### config.mk
export PLATFORM = sky130hd
export DESIGN_NAME = halt_wake_ctrl
export DESIGN_NICKNAME = d
export VERILOG_FILES = /design/src/rtl/hwc_pkg.sv /design/src/rtl/hwc_sync.sv /design/src/rtl/hwc_stab_timer.sv /design/src/rtl/halt_wake_ctrl.sv
export SDC_FILE = /design/constraint.sdc
export NUM_CORES = 1
export LEC_CHECK = 0
export BUFFER_PORTS_ARGS = -buffer_cell sky130_fd_sc_hd__clkbuf_2
export CAP_MARGIN = 5
export CORE_MARGIN = 2
export CORE_UTILIZATION = 47
export CTS_CLUSTER_SIZE = 16
export DETAILED_ROUTE_END_ITERATION = 12
export PLACE_DENSITY = 0.69
export SYNTH_ARGS = -nofsm -noshare
export SYNTH_HDL_FRONTEND = slang
export SYNTH_SLANG_ARGS = --single-unit
### constraint.sdc
create_clock -name clk_osc -period 1.4 [get_ports clk_osc]
set_input_delay 0.07 -clock clk_osc [delete_from_list [all_inputs] [get_ports clk_osc]]
set_output_delay 0.07 -clock clk_osc [all_outputs]
set_load 0.1 [all_outputs]
### src/rtl/hwc_pkg.sv
package hwc_pkg;
  typedef enum logic [1:0] {
    ST_RUN  = 2'd0,
    ST_HALT = 2'd1,
    ST_STAB = 2'd2,
    ST_RST  = 2'd3
  } hwc_state_e;
endpackage

### src/rtl/hwc_sync.sv
// Multi-stage synchronizer into the oscillator domain.
module hwc_sync #(
  parameter int W      = 1,
  parameter int STAGES = 2
) (
  input  logic         clk,
  input  logic         rst_n,
  input  logic [W-1:0] d,
  output logic [W-1:0] q
);
  logic [STAGES-1:0][W-1:0] stg_q;

  generate
    if (STAGES == 1) begin : g_single
      always_ff @(posedge clk or negedge rst_n) begin
        if (!rst_n) stg_q <= '0;
        else        stg_q <= d;
      end
    end else begin : g_chain
      always_ff @(posedge clk or negedge rst_n) begin
        if (!rst_n) stg_q <= '0;
        else        stg_q <= {stg_q[STAGES-2:0], d};
      end
    end
  endgenerate

  assign q = stg_q[STAGES-1];
endmodule

### src/rtl/hwc_stab_timer.sv
// Settling timer: a prescaler divides the oscillator by PRESCALE into
// instruction ticks, and DLY_COUNT ticks make up the window.
module hwc_stab_timer #(
  parameter int DLY_COUNT = 256,
  parameter int PRESCALE  = 9
) (
  input  logic clk,
  input  logic rst_n,
  input  logic run,
  output logic tick,
  output logic done
);
  localparam int PS_W  = (PRESCALE > 1) ? $clog2(PRESCALE) : 1;
  localparam int CNT_W = (DLY_COUNT > 1) ? $clog2(DLY_COUNT) : 1;

  logic [PS_W-1:0]  ps_q;
  logic [CNT_W-1:0] cnt_q;

  function automatic logic ps_last(input logic [PS_W-1:0] p);
    return p == PS_W'(PRESCALE - 1);
  endfunction

  function automatic logic [PS_W-1:0] ps_next(input logic [PS_W-1:0] p);
    return ps_last(p) ? '0 : p + 1'b1;
  endfunction

  function automatic logic cnt_last(input logic [CNT_W-1:0] c);
    return c == CNT_W'(DLY_COUNT - 1);
  endfunction

  assign tick = run && ps_last(ps_q);
  assign done = tick && cnt_last(cnt_q);

  // The timer is held at zero outside the window, so every wake starts it fresh.
  always_ff @(posedge clk or negedge rst_n) begin
    if (!rst_n) begin
      ps_q  <= '0;
      cnt_q <= '0;
    end else if (!run) begin
      ps_q  <= '0;
      cnt_q <= '0;
    end else begin
      ps_q <= ps_next(ps_q);
      if (tick) cnt_q <= cnt_q + 1'b1;
    end
  end

  AST_PRESC_RANGE: assert property (@(posedge clk) disable iff (!rst_n)
    ps_q <= PS_W'(PRESCALE - 1));
  AST_COUNT_HOLDS_BETWEEN_TICKS: assert property (@(posedge clk) disable iff (!rst_n)
    (run && !tick) |=> (cnt_q == $past(cnt_q)));
endmodule

### src/rtl/halt_wake_ctrl.sv
module halt_wake_ctrl
  import hwc_pkg::*;
#(
  parameter int WAKE_W      = 8,
  parameter int SYNC_STAGES = 2,
  parameter int DLY_COUNT   = 256,
  parameter int PRESCALE    = 9
) (
  input  logic              clk_osc,
  input  logic              rst_n,
  input  logic              xtal_sel,
  input  logic              halt_disable,
  input  logic              clkmon_en,
  input  logic              ctl_wr,
  input  logic              ctl_halt,
  input  logic              ctl_clkdly,
  input  logic [WAKE_W-1:0] wake_port,
  input  logic              wake_pin,
  output logic              core_clk_en,
  output logic              wdog_inhibit,
  output logic              wdog_out_n,
  output logic              restart_pc0,
  output logic              halt_flag,
  output logic              clkdly,
  output logic [1:0]        pwr_state
);
  hwc_state_e        state_q, state_d;
  logic [WAKE_W-1:0] port_s;
  logic              pin_s, pin_d;
  logic              port_wake, pin_rise, pin_wake, wake_evt;
  logic              halt_req, need_delay;
  logic              stab_run, stab_tick, stab_done;
  logic              clkdly_q, from_rst_q;

  function automatic hwc_state_e wake_target(input logic delay);
    return delay ? ST_STAB : ST_RUN;
  endfunction

  hwc_sync #(.W(WAKE_W), .STAGES(SYNC_STAGES)) u_port_sync (
    .clk(clk_osc), .rst_n(rst_n), .d(wake_port), .q(port_s));

  hwc_sync #(.W(1), .STAGES(SYNC_STAGES)) u_pin_sync (
    .clk(clk_osc), .rst_n(rst_n), .d(wake_pin), .q(pin_s));

  always_ff @(posedge clk_osc or negedge rst_n) begin
    if (!rst_n) pin_d <= 1'b0;
    else        pin_d <= pin_s;
  end

  // Named wake events, brought out for the checks below.
  assign port_wake  = |port_s;
  assign pin_rise   = pin_s && !pin_d;
  assign pin_wake   = pin_rise && !xtal_sel;
  assign wake_evt   = port_wake || pin_wake;
  assign halt_req   = ctl_wr && ctl_halt && !halt_disable && (state_q == ST_RUN);
  assign need_delay = xtal_sel || clkdly_q;
  assign stab_run   = (state_q == ST_STAB);

  hwc_stab_timer #(.DLY_COUNT(DLY_COUNT), .PRESCALE(PRESCALE)) u_timer (
    .clk(clk_osc), .rst_n(rst_n), .run(stab_run), .tick(stab_tick), .done(stab_done));

  always_comb begin
    state_d = state_q;
    unique case (state_q)
      ST_RUN:  if (halt_req && !wake_evt) state_d = ST_HALT;
      ST_HALT: if (wake_evt) state_d = wake_target(need_delay);
      ST_STAB: if (stab_done) state_d = ST_RUN;
      ST_RST:  state_d = wake_target(need_delay);
      default: state_d = ST_RST;
    endcase
  end

  always_ff @(posedge clk_osc or negedge rst_n) begin
    if (!rst_n) begin
      state_q    <= ST_RST;
      clkdly_q   <= 1'b0;
      from_rst_q <= 1'b1;
    end else begin
      state_q <= state_d;
      if (ctl_wr && state_q == ST_RUN) clkdly_q <= ctl_clkdly;
      if (state_d == ST_RUN) from_rst_q <= 1'b0;
    end
  end

  assign core_clk_en  = (state_q == ST_RUN);
  assign wdog_inhibit = (state_q != ST_RUN);
  assign wdog_out_n   = !(clkmon_en && state_q == ST_HALT);
  assign restart_pc0  = from_rst_q;
  assign halt_flag    = (state_q == ST_HALT);
  assign clkdly       = clkdly_q;
  assign pwr_state    = state_q;

  AST_HALT_MASKED: assert property (@(posedge clk_osc) disable iff (!rst_n)
    (state_q == ST_RUN && ctl_wr && ctl_halt && halt_disable) |=> state_q != ST_HALT);
  AST_HALT_ENTRY: assert property (@(posedge clk_osc) disable iff (!rst_n)
    (state_q == ST_RUN && ctl_wr && ctl_halt && !halt_disable && !wake_evt) |=> state_q == ST_HALT);
  AST_HALT_NEEDS_WAKE: assert property (@(posedge clk_osc) disable iff (!rst_n)
    (state_q == ST_HALT && !wake_evt) |=> state_q == ST_HALT);
  AST_XTAL_PIN_IGNORED: assert property (@(posedge clk_osc) disable iff (!rst_n)
    (state_q == ST_HALT && xtal_sel && !port_wake) |=> state_q == ST_HALT);
  AST_NO_DELAY_DIRECT: assert property (@(posedge clk_osc) disable iff (!rst_n)
    (state_q == ST_HALT && wake_evt && !xtal_sel && !clkdly_q) |=> state_q == ST_RUN);
  AST_STAB_HOLD: assert property (@(posedge clk_osc) disable iff (!rst_n)
    (state_q == ST_STAB && !stab_done) |=> state_q == ST_STAB);
  AST_RESUME_IN_PLACE: assert property (@(posedge clk_osc) disable iff (!rst_n)
    (state_q == ST_HALT) |-> !restart_pc0);
  AST_WAKE_WINS: assert property (@(posedge clk_osc) disable iff (!rst_n)
    (state_q == ST_RUN && wake_evt) |=> state_q != ST_HALT);
endmodule

==> Yosys cells after proc, flatten, opt, wreduce, memory -nomap -nowiden <==
Cells that the tools add are included.
{ "totals": {"ff_bits": 35, "inputBits": 17, "output_inout_bits": 8, "elab_cells": 48} }
{ "op_classes": {"addsub": 2, "eq_ne": 6, "n_mux": 9, "n_reduce_logical": 21} }
{ "op_table": {"columns": ["op", "n"], "rows": [
  ["2-to-1 mux 8 bit", 2],
  ["logical AND 1 bit", 10],
  ["adder 8 x 1 -> 8 bit (second input constant)", 1],
  ["== test 8 bit (second input constant)", 1],
  ["2-to-1 mux 2 bit", 4],
  ["2-to-1 mux 4 bit", 2],
  ["case mux 2 bit (4 select lines)", 1],
  ["OR reduction 8 bit", 1],
  ["zero test 1 bit", 5],
  ["adder 4 x 1 -> 4 bit (second input constant)", 1],
  ["== test 2 bit (second input constant)", 2],
  ["== test 4 bit (second input constant)", 1],
  ["zero test 2 bit", 2],
  ["== test 2 x 1 -> 1 bit (second input constant)", 1],
  ["logical OR 1 bit", 2],
  ["!= test 2 bit (second input constant)", 1],
  ["nonzero test 2 bit", 1]
]} }

==> Longest topological paths before layout <==
{ "depth": {"ltp_word": 9, "depth_mapped": 7, "depth_no_buf": 6} }

==> Cells and area by module <==
A second synthesis with hierarchy kept.
{ "hier_totals": {"cells_unflattened": 111, "hier_area_um2": 1388.8} }
{ "modules_own_cells": {"columns": ["mod", "instances", "cells_per_inst", "area_per_inst_um2", "seq_area_each_um2"], "rows": [
  ["hwc_stab_timer", 1, 61, 618.1, 300.3],
  ["hwc_sync (u_port_sync)", 1, 24, 460.4, 400.4],
  ["halt_wake_ctrl", 1, 24, 260.2, 128.9],
  ["hwc_sync (u_pin_sync)", 1, 2, 50.0, 50.0]
]} }

==> Least setup slack after synthesis <==
No wires, ideal clock.
{ "synth_path": {"kind": "reg2out", "from": "register state_q[0], in the netlist pwr_state[0]", "to": "output port wdog_inhibit", "t_arrival_ps": 2874, "required_time_ps": 1330, "path_slack_ps": -1544, "path_stages_with_launch": 3, "path_buffers": 0, "cell_sequence": "dfstp_2 nor2_1 inv_1"} }
{ "synth_between": {"elab_chain_cells": 1} }
{ "synth_lines": {"columns": ["element", "line_no", "rtl"], "rows": [
  ["from (decl)", "halt_wake_ctrl.sv:27", "hwc_state_e state_q, state_d;"],
  ["from (signal assigned)", "halt_wake_ctrl.sv:79", "state_q <= state_d;"],
  ["nonzero test 2 bit", "halt_wake_ctrl.sv:86", "assign wdog_inhibit = (state_q != ST_RUN);"],
  ["to (decl)", "halt_wake_ctrl.sv:20", "output logic wdog_inhibit,"]
]} }
Every way passes these cells.

==> Final worst setup path <==
{ "layout_path": {"from": "register state_q[1], in the netlist pwr_state[1]", "to": "output port wdog_out_n"} }
{ "layout_between": {"elab_chain_cells": 3} }
{ "layout_lines": {"columns": ["element", "line_no", "rtl"], "rows": [
  ["== test 2 x 1 -> 1 bit", "halt_wake_ctrl.sv:87", "assign wdog_out_n = !(clkmon_en && state_q == ST_HALT);"],
  ["logical AND 1 bit", "halt_wake_ctrl.sv:87", null],
  ["zero test 1 bit", "halt_wake_ctrl.sv:87", null],
  ["to (decl)", "halt_wake_ctrl.sv:21", "output logic wdog_out_n,"]
]} }
Every way passes these cells.

==> results_dict.tcl <==
set metrics [dict create \
    outcome "finished, violations left" \
    violations "negative setup slack" \
    grt_usage_pct 16.84 \
    crit_type "flip-flop to primary output" \
    clkTransAtPathRegs_ns 0.11 \
    setup_viol 6 \
    powerDensity_nw_per_um2 881.0 \
    power_frac_clock_pct 33.1 \
    grt_pass1_wl_um 3933 \
    ff_latch_area_um2 887.1 \
    period_minus_slack_ns 1.522 \
    grt_max_degree 36 \
    gp_congestion 0.7311 \
    first_global_vias 878 \
    synth_cells 102 \
    start_kind "flip-flop" \
    h-tree-depth 2 \
    cts-root-buf "clkbuf_4" \
    yosysMostFrequentCell "dfrtp_1" \
    dpl.hpwl_um 1577 \
    multi_input_area_um2 462.9 \
    worst-path-max-fanout 6 \
    finalCritPeriodShare_pct 108.7 \
    rsz0062_at_grt "true" \
    leakage_nw 0.8900 \
    tns_ns -0.4376 \
    die_x_um 56.87 \
    synthTopCellsByArea "dfrtp_1 61%, dfstp_2 6.0%, ha_1 2.9%" \
    cts_buffer_depth 2 \
    drive_gt1_share_pct 38.46 \
    yosysTopAreaCell "dfrtp_1" \
    dr_wl_met2_um 1242 \
    internal_power_mw 1.280 \
    detail_route.iter0.violations 14 \
    switching_power_mw 0.3935 \
    worstSkewPairLatency_ns 0.34 \
    portBuffers 24 \
    die_h_um 56.87 \
    nets 175 \
    top_layer "met4" \
    grt_antenna_before_repair 0 \
    ys_ff_latch 35 \
    fillCellCount 197 \
    diodes 0 \
    wl_um 2380 \
    synth_cell_type_count 33 \
    wl_met1_um 983 \
    wl_per_cell_um 12.73 \
    worst_slack_ns -0.1223 \
    cts_tree "yes" \
    viasPerCell 4.979 \
    synth_warnings 0 \
    report.final.slew_viol_count 0 \
    die_area_um2 3234 \
    syn_avg_cell_area_um2 12.88 \
    area_growth_pct 44.57 \
    synthArstFlopShare_pct 100.0 \
    antenna_left 0 \
    io_pins 25 \
    cts_sinks 35 \
    core_area_um2 2710 \
    combPwrFrac_pct 4.4 \
    power.sequential.fraction_pct 62.5 \
    synth-main-ff-cell "dfrtp_1" \
    overflow 0 \
    syn-num-nets 122 \
    drc 0 \
    finalHoldViolations 0 \
    synth_top_cell_area_share_pct 60.95 \
    peakVddDrop_mv 0.8827 \
    rows 19 \
    synth_edf_count 0 \
    worst_setup_path_end_kind "primary output" \
    fmax_mhz 656.9 \
    place_ws_ns -0.07572 \
    synth_commonest_cells "32 x dfrtp_1, 10 x nor2_1, 8 x nand2_1" \
    initial_core_util_pct 48.48 \
    ys_seq_area_share_pct 66.95 \
    slew_headroom_pct 64.07 \
    route.met3.wl_um 97 \
    drv_cap 0 \
    dr.pass1.iters 2 \
    crit_required_ns 1.33 \
    fin_skew_ns 0.004715 \
    cts_buffers 5 \
    worst_pin_slew_ns 0.5412 \
    switching_share_pct 23.51 \
    syn_area_um2 1314 \
    num_vias 931 \
    crit_arrival_ns 1.45 \
    hp-class "primary input to flip-flop" \
]
-- registers in the layout, indices dropped and copies added (netlist names) --
| register | count |
|---|---|
| u_timer.cnt_q | 8 |
| pin_d | 1 |
| u_timer.ps_q | 4 |
| u_pin_sync.q | 1 |
| clkdly | 1 |
| u_pin_sync.stg_q | 1 |
| restart_pc0 | 1 |
| u_port_sync.stg_q | 8 |
| pwr_state | 2 |
| u_port_sync.q | 8 |
-- layout make-up --
cell class              count  area share (%)
clock buffers               5           1.976
multi-input cells          61           24.37
repair buffers             48           22.66
well taps                  31           2.042
inverters                   4          0.9881
flip-flops and latches     35           46.71
clock inverters             3           1.252
-- power groups by stage --
stage | sequential [mW] | clock (mW) | combinational, mW
floorplan | 1.06 | 0 | 0.00326
global placement | 1.06 | 0 | 0.0462
detailed placement | 1.07 | 0 | 0.0482
CTS | 1.05 | 0.580 | 0.0739
global route | 1.05 | 0.627 | 0.0828
finish | 1.05 | 0.555 | 0.0735
-- worst max-delay path, stage by stage, from the launching register on --
cell and delay (ns):
dfstp_4 0.66, and2b_4 0.22, nand2_8 0.06, buf_12 0.16
-- logic make-up (layout without fill, tap and decap cells) --
group,after synthesis,count (layout),share of synthesized area [%]
mux,1,1,0.8571
simple gates,40,40,18.29
flops,35,35,66.95
buf+inv,6,60,2.000
xor+xnor,8,8,5.333
fa+ha+maj,3,3,2.857
compound gates,9,9,3.715
-- worst paths after layout --
path,from,end,slack [ns],cells after the start
min in group asynchronous,rst_n,u_port_sync.stg_q[7],0.28,3
max in group asynchronous,rst_n,restart_pc0,0.80,3
max,pwr_state[1],wdog_out_n,-0.12,3
min,ctl_wr,clkdly,0.05,3
min reg2reg,u_port_sync.stg_q[0],u_port_sync.q[0],0.36,0
max reg2reg,pwr_state[1],restart_pc0,-0.05,4
-- cells in the final DEF, fill, tap and decap left out, types with 2 or more instances in the layout --
| cell type | count |
|---|---|
| clkinvlp_4 | 3 |
| dfrtp_1 | 32 |
| o21ai_1 | 3 |
| buf_12 | 6 |
| nor2_1 | 9 |
| buf_6 | 2 |
| xor2_1 | 4 |
| buf_4 | 11 |
| o21ai_0 | 2 |
| nand2_1 | 7 |
| dlygate4sd3_1 | 12 |
| inv_1 | 3 |
| nand3_1 | 3 |
| dfstp_4 | 2 |
| clkbuf_2 | 17 |
| clkbuf_4 | 5 |
| xnor2_1 | 4 |
| nand4_1 | 2 |
| ha_1 | 2 |
-- what timing repair did --
item                                   4_1_cts  5_1_grt
pin swaps                                    3        5
hold buffers                                12        0
setup endpoints to repair                    8       12
gates resized for setup                      2        7
buffers inserted                             4        4
endpoints found under the hold margin       43        0
-- layer usage --
| metal | global-route usage, % | up-vias |
|---|---|---|
| met4 | 7.973 | 0 |
| met2 | 27.57 | 19 |
| met3 | 6.221 | 6 |
| met5 | 0 | - |
| met1 | 19.54 | 459 |
| li1 | - | 447 |
-- per-stage QoR --
| stage | utilization (%) | cell area (µm²) | power, mW | hold WS (ns) | instances |
|---|---|---|---|---|---|
| global placement | 59.83 | 1622 | 1.109 | 0.1152 | 159 |
| global route | 70.08 | 1899 | 1.758 | 0.04638 | 187 |
| finish | 70.08 | 1899 | 1.673 | 0.05474 | 187 |
| CTS | 67.77 | 1837 | 1.699 | 0.02394 | 183 |
| detailed placement | 59.83 | 1622 | 1.114 | 0.1252 | 159 |
| floorplan | - | 1353 | 1.066 | -0.2256 | 102 |
No activity file was read; power rests on OpenSTA's default activity.
